File: src/rtl/sdr_dqm_pkg.sv
package sdr_dqm_pkg;
  localparam int unsigned LANE_W_DEF  = 8;
  localparam int unsigned LANES_DEF   = 2;
  localparam int unsigned CAS_LAT_DEF = 3;
  // device applies a read mask this many clocks after registering it
  localparam int unsigned DQM_RD_LAG  = 2;
endpackage

File: src/rtl/dqm_stage_delay.sv
module dqm_stage_delay #(
  parameter int unsigned LANES = 2,
  parameter int unsigned DEPTH = 1
) (
  input  logic             clk_i,
  input  logic             rst_ni,
  input  logic             slot_i,
  input  logic [LANES-1:0] mask_i,
  output logic             slot_o,
  output logic [LANES-1:0] mask_o
);
  generate
    if (DEPTH == 0) begin : g_thru
      assign slot_o = slot_i;
      assign mask_o = mask_i;
    end else begin : g_pipe
      logic [DEPTH-1:0] slot_q;
      logic [LANES-1:0] mask_q [DEPTH];

      always_ff @(posedge clk_i or negedge rst_ni) begin
        if (!rst_ni) begin
          slot_q <= '0;
          for (int k = 0; k < DEPTH; k++) mask_q[k] <= '1;
        end else begin
          for (int k = DEPTH - 1; k > 0; k--) begin
            slot_q[k] <= slot_q[k-1];
            mask_q[k] <= mask_q[k-1];
          end
          slot_q[0] <= slot_i;
          mask_q[0] <= mask_i;
        end
      end

      assign slot_o = slot_q[DEPTH-1];
      assign mask_o = mask_q[DEPTH-1];
    end
  endgenerate
endmodule

File: src/rtl/dq_write_drive.sv
module dq_write_drive #(
  parameter int unsigned LANES  = 2,
  parameter int unsigned LANE_W = 8,
  localparam int unsigned DW    = LANES * LANE_W
) (
  input  logic             wr_en_i,
  input  logic [DW-1:0]    wr_data_i,
  input  logic [LANES-1:0] wr_mask_i,
  input  logic             tap_slot_i,
  input  logic [LANES-1:0] tap_mask_i,
  output logic [DW-1:0]    dq_o,
  output logic [LANES-1:0] dq_oe_o,
  output logic [LANES-1:0] dqm_o
);
  // masked write lanes stay driven: device ignores them
  assign dq_o    = wr_data_i;
  assign dq_oe_o = {LANES{wr_en_i}};

  always_comb begin
    if (wr_en_i)         dqm_o = wr_mask_i;
    else if (tap_slot_i) dqm_o = tap_mask_i;
    else                 dqm_o = '1;
  end
endmodule

File: src/rtl/dq_read_capture.sv
module dq_read_capture #(
  parameter int unsigned LANES  = 2,
  parameter int unsigned LANE_W = 8,
  localparam int unsigned DW    = LANES * LANE_W
) (
  input  logic             clk_i,
  input  logic             rst_ni,
  input  logic             land_slot_i,
  input  logic [LANES-1:0] land_mask_i,
  input  logic [DW-1:0]    dq_i,
  output logic             rd_beat_o,
  output logic [LANES-1:0] rd_valid_o,
  output logic [DW-1:0]    rd_data_o
);
  always_ff @(posedge clk_i or negedge rst_ni) begin
    if (!rst_ni) rd_beat_o <= 1'b0;
    else         rd_beat_o <= land_slot_i;
  end

  generate
    for (genvar l = 0; l < LANES; l++) begin : g_lane
      logic lane_ok;
      assign lane_ok = land_slot_i & ~land_mask_i[l];

      always_ff @(posedge clk_i or negedge rst_ni) begin
        if (!rst_ni) begin
          rd_valid_o[l]                    <= 1'b0;
          rd_data_o[l*LANE_W +: LANE_W]    <= '0;
        end else begin
          rd_valid_o[l]                    <= lane_ok;
          rd_data_o[l*LANE_W +: LANE_W]    <= lane_ok ? dq_i[l*LANE_W +: LANE_W] : '0;
        end
      end
    end
  endgenerate
endmodule

File: src/rtl/sdr_dqm_lane_pipe.sv
module sdr_dqm_lane_pipe
  import sdr_dqm_pkg::*;
#(
  parameter int unsigned LANES   = LANES_DEF,
  parameter int unsigned LANE_W  = LANE_W_DEF,
  parameter int unsigned CAS_LAT = CAS_LAT_DEF,
  localparam int unsigned DW     = LANES * LANE_W,
  localparam int unsigned PRE_D  = CAS_LAT - DQM_RD_LAG
) (
  input  logic             clk_i,
  input  logic             rst_ni,
  input  logic             wr_en_i,
  input  logic [DW-1:0]    wr_data_i,
  input  logic [LANES-1:0] wr_mask_i,
  input  logic             rd_en_i,
  input  logic [LANES-1:0] rd_mask_i,
  input  logic [DW-1:0]    dq_i,
  output logic [DW-1:0]    dq_o,
  output logic [LANES-1:0] dq_oe_o,
  output logic [LANES-1:0] dqm_o,
  output logic             rd_beat_o,
  output logic [LANES-1:0] rd_valid_o,
  output logic [DW-1:0]    rd_data_o
);
  logic             tap_slot, land_slot;
  logic [LANES-1:0] tap_mask, land_mask;

  // hold read mask so the device lag ends on the data beat
  dqm_stage_delay #(.LANES(LANES), .DEPTH(PRE_D)) u_issue (
    .clk_i  (clk_i),
    .rst_ni (rst_ni),
    .slot_i (rd_en_i),
    .mask_i (rd_mask_i),
    .slot_o (tap_slot),
    .mask_o (tap_mask)
  );

  dq_write_drive #(.LANES(LANES), .LANE_W(LANE_W)) u_drive (
    .wr_en_i    (wr_en_i),
    .wr_data_i  (wr_data_i),
    .wr_mask_i  (wr_mask_i),
    .tap_slot_i (tap_slot),
    .tap_mask_i (tap_mask),
    .dq_o       (dq_o),
    .dq_oe_o    (dq_oe_o),
    .dqm_o      (dqm_o)
  );

  // track what the pins carried, not what was requested
  dqm_stage_delay #(.LANES(LANES), .DEPTH(DQM_RD_LAG)) u_return (
    .clk_i  (clk_i),
    .rst_ni (rst_ni),
    .slot_i (tap_slot),
    .mask_i (dqm_o),
    .slot_o (land_slot),
    .mask_o (land_mask)
  );

  dq_read_capture #(.LANES(LANES), .LANE_W(LANE_W)) u_capture (
    .clk_i       (clk_i),
    .rst_ni      (rst_ni),
    .land_slot_i (land_slot),
    .land_mask_i (land_mask),
    .dq_i        (dq_i),
    .rd_beat_o   (rd_beat_o),
    .rd_valid_o  (rd_valid_o),
    .rd_data_o   (rd_data_o)
  );
endmodule

File: config.mk
export PLATFORM = sky130hd
export DESIGN_NAME = sdr_dqm_lane_pipe
export DESIGN_NICKNAME = d
export VERILOG_FILES = /design/src/rtl/sdr_dqm_pkg.sv /design/src/rtl/dqm_stage_delay.sv /design/src/rtl/dq_write_drive.sv /design/src/rtl/dq_read_capture.sv /design/src/rtl/sdr_dqm_lane_pipe.sv
export SDC_FILE = /design/constraint.sdc
export NUM_CORES = 1
export LEC_CHECK = 0
export ABC_AREA = 1
export BUFFER_PORTS_ARGS = -buffer_cell sky130_fd_sc_hd__buf_2
export CORE_MARGIN = 2
export CORE_UTILIZATION = 39
export DETAILED_ROUTE_END_ITERATION = 7
export GPL_TIMING_DRIVEN = 0
export PLACE_DENSITY = 0.84
export SLEW_MARGIN = 20
export SYNTH_ARGS = -nofsm -noshare
export SYNTH_HDL_FRONTEND = slang
export SYNTH_HIERARCHICAL = 1
export SYNTH_SLANG_ARGS = --single-unit
File: constraint.sdc
create_clock -name clk_i -period 1.25 [get_ports clk_i]
set_input_delay 0.25 -clock clk_i [delete_from_list [all_inputs] [get_ports clk_i]]
set_output_delay 0.25 -clock clk_i [all_outputs]
set_load 0.05 [all_outputs]
==> flow_metrics.env <==
export IMPL_worstPathRequired_ns=1.00
export IMPL_cts_buffers=3
export IMPL_final_cell_mix="buf_2 (60), dfrtp_1 (22), buf_4 (22)"
export IMPL_dp_cells=189
export IMPL_setup_ws_ns=-0.227
export IMPL_p_leak_nw=0.952
export IMPL_run_status="complete, but fails checks"
export IMPL_antennaDiodeCount=0
export IMPL_synth_avg_cell_area_um2=10.8
export IMPL_period_share_pct=118
export IMPL_synth_top_family_by_area="buffers and inverters"
export IMPL_wl_mm=1.78
export IMPL_synthAdderAreaFrac_pct=0
export IMPL_skew_ns=0.00699
export IMPL_rows=18
export IMPL_vias=789
export IMPL_post_layout_nonfiller_instances=198
export IMPL_dieWidth_um=55.8
export IMPL_grt_overflow=0
export IMPL_synthToLayoutAreaGrowth_pct=43.8
export IMPL_ios=79
export IMPL_coreArea_mm2=0.00252
export IMPL_cap_viol_max_count=0
export IMPL_tritoncts="built"
export IMPL_reg2regPathDepth=6
export IMPL_cts_max_path_buffers=2
export IMPL_max_freq_mhz=677
export IMPL_synth_nets=137
export IMPL_power_density_mw_per_mm2=1230
export IMPL_first_iter_violations=9
export IMPL_htree_levels=1
export IMPL_grtUsageTotal_pct=12.4
export IMPL_critical_path_max_stage_delay_ns=0.55
export IMPL_criticalPathCategory="flip-flop to output pin"
export IMPL_cp_max_fo=2
export IMPL_rsz0062_at_grt="yes"
export IMPL_finalInstanceArea_mm2=0.00151
export IMPL_worstHoldPathType="input pin to flip-flop"
export IMPL_grt_antenna_before_repair=0
export IMPL_dpl_cell_area_mm2=0.00140
export IMPL_clock_sinks=28
export IMPL_grt_pass1_vias=784
export IMPL_ir_drop_mv=0.698
export IMPL_hold_viol=0
export IMPL_utilization_pct=59.7
export IMPL_period_minus_slack_ns=1.48
export IMPL_cp_arrival_ns=1.23
export IMPL_yosysUniqueCellTypes=7
export IMPL_synth_mux_area_share_pct=0
export IMPL_antenna_left=0
export IMPL_crit_top_cell="nand2_1"
export IMPL_synth_compound_area_share_pct=0
export IMPL_avgRoutedWirePerCell_um=8.99
export IMPL_synth_xor_xnor_area_share_pct=0
export IMPL_die_area_mm2=0.00312
export IMPL_clock_root_buffer="clkbuf_4"
export IMPL_ys_seq_area_share_pct=67.6
export IMPL_endpoint_kind="output pin"
export IMPL_fin_nets=209
export IMPL_drt_pass1_iter_count=3
export IMPL_synthSimpleGateAreaFrac_pct=9.80
export IMPL_drive_gt1_share_pct=60.7
export IMPL_gp_congestion=0.694
export IMPL_worstPathCellList="inv_2, nand2_1, nand2_1, nand2_2, buf_8"
export IMPL_drc=0
export IMPL_setup_violations=2
export IMPL_synth_warnings=6
export IMPL_grt_pass1_wl_mm=3.04
export IMPL_grt_max_degree=29
export IMPL_maxSlewHeadroom_pct=61.7
export IMPL_die_h_um=55.8
export IMPL_setup_tns_ns=-0.449
export IMPL_synthCells=97
export IMPL_clkLatencyLatePin_ns=0.31
export IMPL_slowest_stage="dfstp_2"
export IMPL_hpwl_mm=1.40
export IMPL_initial_core_util_pct=41.5
export IMPL_violations="setup timing"
export IMPL_min_path_cells=1
export IMPL_viasPerCell=3.98
export IMPL_io_buffers=62
export IMPL_slew_violations=0
export IMPL_syn_cell_area_mm2=0.00105
export IMPL_final_common_cell="buf_2"
export IMPL_critPathLaunchType="flip-flop"
export IMPL_p_total_mw=1.86
export IMPL_cts_clk_slew_worst_paths_ns=0.13
export IMPL_worst_slew_pin_slew_ns=0.575
export IMPL_yosys_register_bits=28
what timing repair did:
action / CTS / global route
gates resized for setup: 6 / 6
buffers inserted: 1 / 1
hold endpoints to repair: 22 / 2
hold buffers: 1 / 2
setup endpoints to repair: 2 / 2
pin swaps: 1 / 2
layer usage:
layer,track usage [%],share of wire [%]
met5,0,0
met4,4.08,0.34
met3,3.95,15
met2,23.6,53
met1,12.7,32
per-stage QoR:
stage	hold WS [ns]	worst slack, ns
finish	0.0311	-0.227
floorplan	-0.0456	0.0476
CTS	0.000287	-0.237
global placement	0.267	0.0627
detailed placement	0.288	0.0364
global route	0.00176	-0.299
Yosys cell counts:
master,count,area share [%]
buf_4,20,14
dfrtp_1,22,53
dfstp_2,6,15
inv_1,23,8.2
nand2_1,8,2.9
nand2_2,2,1.2
nor2_1,16,5.7
sequential cells by signal, indices dropped and copies added, names as in the netlist:
register	count
u_return/g_pipe.slot_q	2
u_return/g_pipe.mask_q	2
u_capture/rd_data_o	16
u_issue/slot_o	1
u_issue/mask_o	2
u_capture/rd_beat_o	1
u_return/mask_o	2
u_capture/rd_valid_o	2
report_power, final:
part / switching [mW] / leakage (nW) / internal (mW) / total, mW
clock network: 0.230 / 0.0210 / 0.178 / 0.408
registers: 0.0137 / 0.351 / 0.962 / 0.976
logic: 0.325 / 0.579 / 0.148 / 0.473
kinds of logic after synthesis:
kind of cell | Yosys count
buffers and inverters | 43
DFF | 28
and+or+nand+nor | 26
layout make-up:
| class | instances | area (µm²) |
|---|---|---|
| multi-input cells | 26 | 113 |
| repair buffers | 67 | 375 |
| well taps | 30 | 37.5 |
| inverters | 23 | 86.3 |
| clock buffers | 4 | 36.3 |
| fillers | 221 | 1020 |
| plain buffers | 20 | 150 |
| flip-flops and latches | 28 | 708 |
final timing paths:
kind,start,endpoint,slack (ns)
min in group asynchronous,rst_ni,u_capture/rd_valid_o[1],0.46
setup reg to reg,u_issue/mask_o[0],u_return/g_pipe.mask_q[2],0.25
hold / removal,rd_en_i,u_issue/slot_o,0.03
setup / recovery,u_issue/mask_o[0],dqm_o[0],-0.23
max in group asynchronous,rst_ni,u_capture/rd_data_o[0],0.41
hold reg to reg,u_return/g_pipe.slot_q[0],u_return/g_pipe.slot_q[1],0.36
worst max-delay path: cells and delay by family (launching register included):
family        cells  cell delay [ns]
flops             1             0.55
simple gates      3             0.20
buf+inv           2             0.17
Note: power is estimated with default switching activity, not from simulation.
